**config.mk**
```make
export PLATFORM = sky130hd
export DESIGN_NAME = ilv_mem
export DESIGN_NICKNAME = d
export VERILOG_FILES = /design/src/rtl/ilv_pkg.sv /design/src/rtl/ilv_bank_unit.sv /design/src/rtl/ilv_order_fifo.sv /design/src/rtl/ilv_xfer_engine.sv /design/src/rtl/ilv_mem.sv
export SDC_FILE = /design/constraint.sdc
export NUM_CORES = 1
export LEC_CHECK = 0
export CAP_MARGIN = 40
export CELL_PAD_IN_SITES_DETAIL_PLACEMENT = 2
export CELL_PAD_IN_SITES_GLOBAL_PLACEMENT = 2
export CORE_UTILIZATION = 36
export CTS_CLUSTER_SIZE = 8
export DETAILED_ROUTE_END_ITERATION = 7
export DONT_BUFFER_PORTS = 1
export PLACE_DENSITY = 0.72
export SLEW_MARGIN = 20
export SYNTH_ARGS = -nofsm -noshare
export SYNTH_HDL_FRONTEND = slang
export SYNTH_SLANG_ARGS = --single-unit
export TNS_END_PERCENT = 20
```
**constraint.sdc**
```tcl
create_clock -name clk -period 7.8 [get_ports clk]
set_clock_uncertainty 0.2 [all_clocks]
set_input_delay 1.56 -clock clk [delete_from_list [all_inputs] [get_ports clk]]
set_output_delay 1.56 -clock clk [all_outputs]
set_load 0.005 [all_outputs]
```
**src/rtl/ilv_pkg.sv**
```systemverilog
package ilv_pkg;

    localparam int WORD_W = 32;

    // Pattern word stored in every bank: bank, slot and beat number.
    function automatic logic [WORD_W-1:0] blk_word(input logic [7:0]  bank,
                                                   input logic [15:0] slot,
                                                   input logic [7:0]  beat);
        return {bank, slot, beat};
    endfunction

endpackage

```
**src/rtl/ilv_bank_unit.sv**
```systemverilog
module ilv_bank_unit #(
    parameter int IDX_W = 7,
    parameter int LAT_W = 4,
    parameter int LOAD  = 10
) (
    input  logic             clk,
    input  logic             rst_n,
    input  logic             take,
    input  logic [IDX_W-1:0] take_idx,
    input  logic             drain,
    output logic             busy,
    output logic             data_rdy,
    output logic [IDX_W-1:0] idx
);

    typedef struct packed {
        logic             busy;
        logic [LAT_W-1:0] cnt;
        logic [IDX_W-1:0] idx;
    } bank_st_t;

    bank_st_t st_d, st_q;

    always_comb begin
        st_d = st_q;
        if (st_q.busy && st_q.cnt != '0) begin
            st_d.cnt = st_q.cnt - 1'b1;
        end
        if (drain) begin
            st_d.busy = 1'b0;
        end
        if (take) begin
            st_d.busy = 1'b1;
            st_d.cnt  = LAT_W'(LOAD);
            st_d.idx  = take_idx;
        end
    end

    always_ff @(posedge clk) begin
        if (!rst_n) begin
            st_q <= '0;
        end else begin
            st_q <= st_d;
        end
    end

    assign busy     = st_q.busy;
    assign data_rdy = st_q.busy && (st_q.cnt == '0);
    assign idx      = st_q.idx;

endmodule

```
**src/rtl/ilv_order_fifo.sv**
```systemverilog
module ilv_order_fifo #(
    parameter int DEPTH = 8,
    parameter int ENT_W = 3
) (
    input  logic                       clk,
    input  logic                       rst_n,
    input  logic                       push,
    input  logic [ENT_W-1:0]           push_val,
    input  logic                       pop,
    output logic [ENT_W-1:0]           head,
    output logic                       empty,
    output logic [$clog2(DEPTH):0]     occ
);

    localparam int PTR_W = $clog2(DEPTH);

    typedef struct packed {
        logic [DEPTH-1:0][ENT_W-1:0] mem;
        logic [PTR_W-1:0]            wp;
        logic [PTR_W-1:0]            rp;
        logic [PTR_W:0]              occ;
    } fifo_st_t;

    fifo_st_t st_d, st_q;

    always_comb begin
        st_d = st_q;
        if (push) begin
            st_d.mem[st_q.wp] = push_val;
            st_d.wp           = st_q.wp + 1'b1;
        end
        if (pop) begin
            st_d.rp = st_q.rp + 1'b1;
        end
        st_d.occ = st_q.occ + (PTR_W+1)'(push) - (PTR_W+1)'(pop);
    end

    always_ff @(posedge clk) begin
        if (!rst_n) begin
            st_q <= '0;
        end else begin
            st_q <= st_d;
        end
    end

    assign head  = st_q.mem[st_q.rp];
    assign empty = (st_q.occ == '0);
    assign occ   = st_q.occ;

endmodule

```
**src/rtl/ilv_xfer_engine.sv**
```systemverilog
module ilv_xfer_engine
    import ilv_pkg::*;
#(
    parameter int BANK_W = 3,
    parameter int IDX_W  = 7,
    parameter int BEATS  = 4
) (
    input  logic              clk,
    input  logic              rst_n,
    input  logic              cand_ok,
    input  logic [BANK_W-1:0] cand_bank,
    input  logic [IDX_W-1:0]  cand_idx,
    output logic              start,
    output logic              resp_valid,
    output logic [WORD_W-1:0] resp_data,
    output logic              resp_last
);

    localparam int BEAT_W = $clog2(BEATS);
    localparam logic [BEAT_W-1:0] LAST_BEAT = BEAT_W'(BEATS - 1);

    typedef struct packed {
        logic              active;
        logic [BEAT_W-1:0] beat;
        logic [BANK_W-1:0] bank;
        logic [IDX_W-1:0]  idx;
    } xf_st_t;

    xf_st_t st_d, st_q;
    logic   path_free;

    assign path_free = !st_q.active || (st_q.beat == LAST_BEAT);
    assign start     = cand_ok && path_free;

    always_comb begin
        st_d = st_q;
        if (st_q.active) begin
            if (st_q.beat == LAST_BEAT) begin
                st_d.active = 1'b0;
            end else begin
                st_d.beat = st_q.beat + 1'b1;
            end
        end
        if (start) begin
            st_d.active = 1'b1;
            st_d.beat   = '0;
            st_d.bank   = cand_bank;
            st_d.idx    = cand_idx;
        end
    end

    always_ff @(posedge clk) begin
        if (!rst_n) begin
            st_q <= '0;
        end else begin
            st_q <= st_d;
        end
    end

    assign resp_valid = st_q.active;
    assign resp_last  = st_q.active && (st_q.beat == LAST_BEAT);
    assign resp_data  = blk_word(8'(st_q.bank), 16'(st_q.idx), 8'(st_q.beat));

endmodule

```
**src/rtl/ilv_mem.sv**
```systemverilog
module ilv_mem
    import ilv_pkg::*;
#(
    parameter int NUM_BANKS = 8,
    parameter int ADDR_W    = 10,
    parameter int ADDR_CYC  = 1,
    parameter int ARRAY_CYC = 10,
    parameter int BEATS     = 4
) (
    input  logic              clk,
    input  logic              rst_n,
    input  logic              req_valid,
    output logic              req_ready,
    input  logic [ADDR_W-1:0] req_addr,
    output logic              resp_valid,
    output logic [31:0]       resp_data,
    output logic              resp_last
);

    localparam int BANK_W = $clog2(NUM_BANKS);
    localparam int IDX_W  = ADDR_W - BANK_W;
    localparam int LAT_W  = $clog2(ADDR_CYC + ARRAY_CYC);
    localparam int LOAD   = ADDR_CYC + ARRAY_CYC - 1;
    localparam int OCC_W  = BANK_W + 1;

    logic [BANK_W-1:0]    req_bank;
    logic [IDX_W-1:0]     req_idx;
    logic                 accept;
    logic [NUM_BANKS-1:0] bank_busy;
    logic [NUM_BANKS-1:0] bank_rdy;
    logic [IDX_W-1:0]     bank_idx [NUM_BANKS];
    logic [BANK_W-1:0]    head_bank;
    logic                 fifo_empty;
    logic [OCC_W-1:0]     fifo_occ;
    logic                 xf_start;
    logic                 cand_ok;

    assign req_bank  = req_addr[BANK_W-1:0];
    assign req_idx   = req_addr[ADDR_W-1:BANK_W];
    assign req_ready = !bank_busy[req_bank];
    assign accept    = req_valid && req_ready;
    assign cand_ok   = !fifo_empty && bank_rdy[head_bank];

    for (genvar g = 0; g < NUM_BANKS; g++) begin : g_bank
        ilv_bank_unit #(
            .IDX_W (IDX_W),
            .LAT_W (LAT_W),
            .LOAD  (LOAD)
        ) bank_i (
            .clk      (clk),
            .rst_n    (rst_n),
            .take     (accept && (req_bank == BANK_W'(g))),
            .take_idx (req_idx),
            .drain    (xf_start && (head_bank == BANK_W'(g))),
            .busy     (bank_busy[g]),
            .data_rdy (bank_rdy[g]),
            .idx      (bank_idx[g])
        );
    end

    ilv_order_fifo #(
        .DEPTH (NUM_BANKS),
        .ENT_W (BANK_W)
    ) order_i (
        .clk      (clk),
        .rst_n    (rst_n),
        .push     (accept),
        .push_val (req_bank),
        .pop      (xf_start),
        .head     (head_bank),
        .empty    (fifo_empty),
        .occ      (fifo_occ)
    );

    ilv_xfer_engine #(
        .BANK_W (BANK_W),
        .IDX_W  (IDX_W),
        .BEATS  (BEATS)
    ) xfer_i (
        .clk        (clk),
        .rst_n      (rst_n),
        .cand_ok    (cand_ok),
        .cand_bank  (head_bank),
        .cand_idx   (bank_idx[head_bank]),
        .start      (xf_start),
        .resp_valid (resp_valid),
        .resp_data  (resp_data),
        .resp_last  (resp_last)
    );

endmodule

```
==> summary.md <==
| Metric | Value |
|---|---|
| Outcome | `complete, no violations` |
| WL met2 | `10.04 mm` |
| EDFF count, synth | `0` |
| Most used cell, CP | `ha_1` |
| Core area | `18,710 um2` |
| CP max stage cell | `dfxtp_1` |
| Routed Antenna Nets | `0` |
| Fillers | `2,038` |
| Wire length on met1 | `9.180 mm` |
| Gr ovfl total | `0` |
| Dpl ws | `2.969 ns` |
| Cell variety after synth | `47` |
| Clock Tree Buf Depth | `2` |
| DRC Markers | `0` |
| Peak VDD IR | `161.6 uV` |
| Vias in the first global route | `5,783` |
| Post-Layout Cell Count | `998` |
| Metal3 WL | `616 um` |
| Max Cap Viol | `0` |
| Die height | `140.2 um` |
| Wire per inst | `20.13 um` |
| Fin. max-slew vios | `0` |
| Post-synthesis cell count | `780` |
| Iter 0 DRT Violations | `193` |
| CTS resizes | `0` |
| Power per cell area | `249.7 nW/um2` |
| Seq/Total Area, Yosys | `41.62%` |
| Vias per std cell | `5.445` |
| # setup viols final | `0` |
| Worst path cell trace | `mux2i_1, mux4_2, buf_4, clkinv_1, a21oi_1, a2bb2oi_2, nor2_2, ha_1, inv_1, ha_1, fa_1, xnor2_1, nor2_1` |
| RSZ-0062 raised after global routing | `no` |
| Die W | `140.2 um` |
| CP peak stage delay | `0.64 ns` |
| Fmax | `209.6 MHz` |
| Crit. End Element | `flop` |
| Layout Nets | `789` |
| Min Tclk post-route | `4.770 ns` |
| Setup Buffers After CTS | `0` |
| Yosys Warn Count | `0` |
| Worst Path Max Fanout | `39` |
| Mapped Area | `6878 um2` |
| Async SR Flop Fraction | `0%` |
| Relative slew slack | `42.97%` |
| Num rows | `50` |
| Global-route wire length before repair | `32.40 mm` |
| Later-pin clock latency in the skew report | `0.43 ns` |
| Reg power frac | `42.3%` |
| Total CTS buffers | `17` |
| Total global-route track usage | `21.58%` |
| Combinational share of power | `14.8%` |
| Vias | `5,434` |
| Syn_area_per_cell | `8.818 um2` |
| Largest net degree at the start of global routing | `50` |
| Diode count | `0` |
| Final Wtd Congestion | `0.7504` |
| Share of layout cells above drive strength 1 | `7.592%` |
| Worst slew pin tran | `0.8546 ns` |
| Worst Path Required | `7.90 ns` |
| CP Launch Type | `flop` |
| Setup TNS | `0 ns` |
| Layout area overhead | `9.514%` |
| Period utilisation layout | `61.15%` |
| Internal reg-to-reg setup slack | `3.03 ns` |
| Final Hold Viols | `0` |
| CP Data Arrival Time | `4.87 ns` |
| Placed Cells | `964` |
| I/O pin cnt | `48` |
| 1st-pass router iterations | `5` |
| HP Class | `flop to flop` |
| Clock sink total | `143` |
| Total power | `1881 uW` |
| CTS Hold Bufs | `0` |
| Setup CP Type | `flop to flop` |
| CTS tree | `yes` |
| Clock power frac | `42.9%` |
| Drt total wl | `20.09 mm` |
| Clk root buf | `clkbuf_16` |
| Clock slew seen by the registers of the worst setup and hold paths | `0.06 ns` |
| PortBufs | `0` |
| Initial antenna violation count | `0` |
| Starting Density | `36.77%` |
| H-tree level count | `4` |
| DR top layer | `met4` |
| Synth Flop Type | `dfxtp_1` |
| Area of the die | `19,660 um2` |
| Leak pwr | `0.003177 uW` |
| Sw frac | `29.20%` |
| #FFs+latches synth | `143` |
| Dpl hpwl | `13.68 mm` |
| Sw Pwr | `549.3 uW` |
| Internal power | `1332 uW` |
| Final setup margin | `3.030 ns` |
-- path summary, 6_finish.rpt --
kind	from	endpoint	cells after the start
max	order_i.st_q[6]	order_i.occ[2]	13
min	order_i.st_q[12]	order_i.st_q[12]	2
max reg2reg	order_i.st_q[6]	order_i.occ[2]	13
min reg2reg	order_i.st_q[12]	order_i.st_q[12]	2
-- final cells by class --
cell class,count,area [um2],area share (%)
inverters,28,106.4,1.412
well taps,234,292.8,3.887
clock inverters,13,131.4,1.744
clock buffers,19,452.9,6.013
flip-flops and latches,143,2863,38.01
multi-input cells,554,3608,47.91
repair buffers,7,77.57,1.030
-- critical path, delay by kind of cell, from the launching register on --
kind / cells / cell delay [ns]
buf+inv: 3 / 1.10
flops: 1 / 0.64
simple gates: 2 / 0.23
xor+xnor: 1 / 0.17
compound gates: 2 / 0.79
fa+ha+maj: 3 / 0.91
mux: 2 / 0.57
-- cell families after synthesis --
logic type                 count (synthesis)  synth area share [%]
AOI/OAI and AO/OA                        123                 11.15
xor gates and xnor gates                  23                 2.929
adders and majority gates                 25                 4.657
buffers and inverters                    102                 6.949
DFF                                      143                 41.62
muxes                                     88                 14.08
other                                      1               0.05452
and+or+nand+nor                          275                 18.56
-- routing by layer --
| layer | vias up | GRT usage (%) |
|---|---|---|
| met5 | - | 0 |
| met4 | 0 | 6.940 |
| met3 | 23 | 3.761 |
| met2 | 85 | 37.13 |
| met1 | 2738 | 27.35 |
| li1 | 2588 | - |
-- cells in the mapped netlist, types with 8 or more instances --
library cell | number | area (um2)
buf_4 | 21 | 157.7
ha_1 | 24 | 300.3
and2_1 | 10 | 62.56
a21oi_1 | 71 | 355.3
mux2i_1 | 74 | 740.7
dfxtp_1 | 143 | 2863
o21ai_0 | 10 | 50.05
buf_1 | 8 | 30.03
nand2_1 | 85 | 319.1
nor2_1 | 83 | 311.6
nor4_1 | 8 | 50.05
clkbuf_1 | 37 | 138.9
a211oi_1 | 8 | 60.06
inv_1 | 26 | 97.59
nand3_1 | 34 | 170.2
o211ai_1 | 8 | 60.06
xnor2_1 | 22 | 192.7
and3_1 | 8 | 50.05
-- stage by stage --
| stage | util (%) | hold WS (ns) | cell area, um2 |
|---|---|---|---|
| after global placement | 36.89 | 0.2401 | 6900 |
| after detailed placement | 37.00 | 0.2487 | 6920 |
| after floorplan | - | 0.2329 | 6949 |
| after global routing | 40.27 | 0.2825 | 7532 |
| final | 40.27 | 0.2547 | 7532 |
| after CTS | 40.12 | 0.2585 | 7505 |
-- cells in the final DEF (no fill, tap or decap), drive strengths merged, types with 6 or more instances in the layout --
master / instances
mux4: 6
nand2b: 6
dfxtp: 143
nor4: 8
nand4: 7
mux2: 7
nand3b: 7
o21ai: 10
inv: 30
nor2: 85
o31ai: 7
nor3b: 6
and2: 10
nand3: 34
a211oi: 8
and3: 8
clkbuf: 19
conb: 20
ha: 24
nor3: 6
nand2: 85
mux2i: 75
o211a: 7
a21oi: 71
o211ai: 8
buf: 7
a311o: 7
xnor2: 22
clkinv: 7
-- state kept, by name, summed over array words and instances, names as in the netlist --
name / flops
g_bank.bank_i.st_q: 32
xfer_i.resp_valid: 1
g_bank.bank_i.idx: 56
order_i.occ: 4
order_i.st_q: 30
g_bank.bank_i.busy: 8
xfer_i.resp_data: 12
-- power groups by stage --
stage	clock, uW	combinational [uW]	sequential [uW]
6_report	807	278	796
4_1_cts	824	272	796
2_1_floorplan	0	219	799
5_1_grt	856	309	800
3_5_place_dp	0	270	811
3_3_place_gp	0	252	809
(Power assumes the default switching activity.)
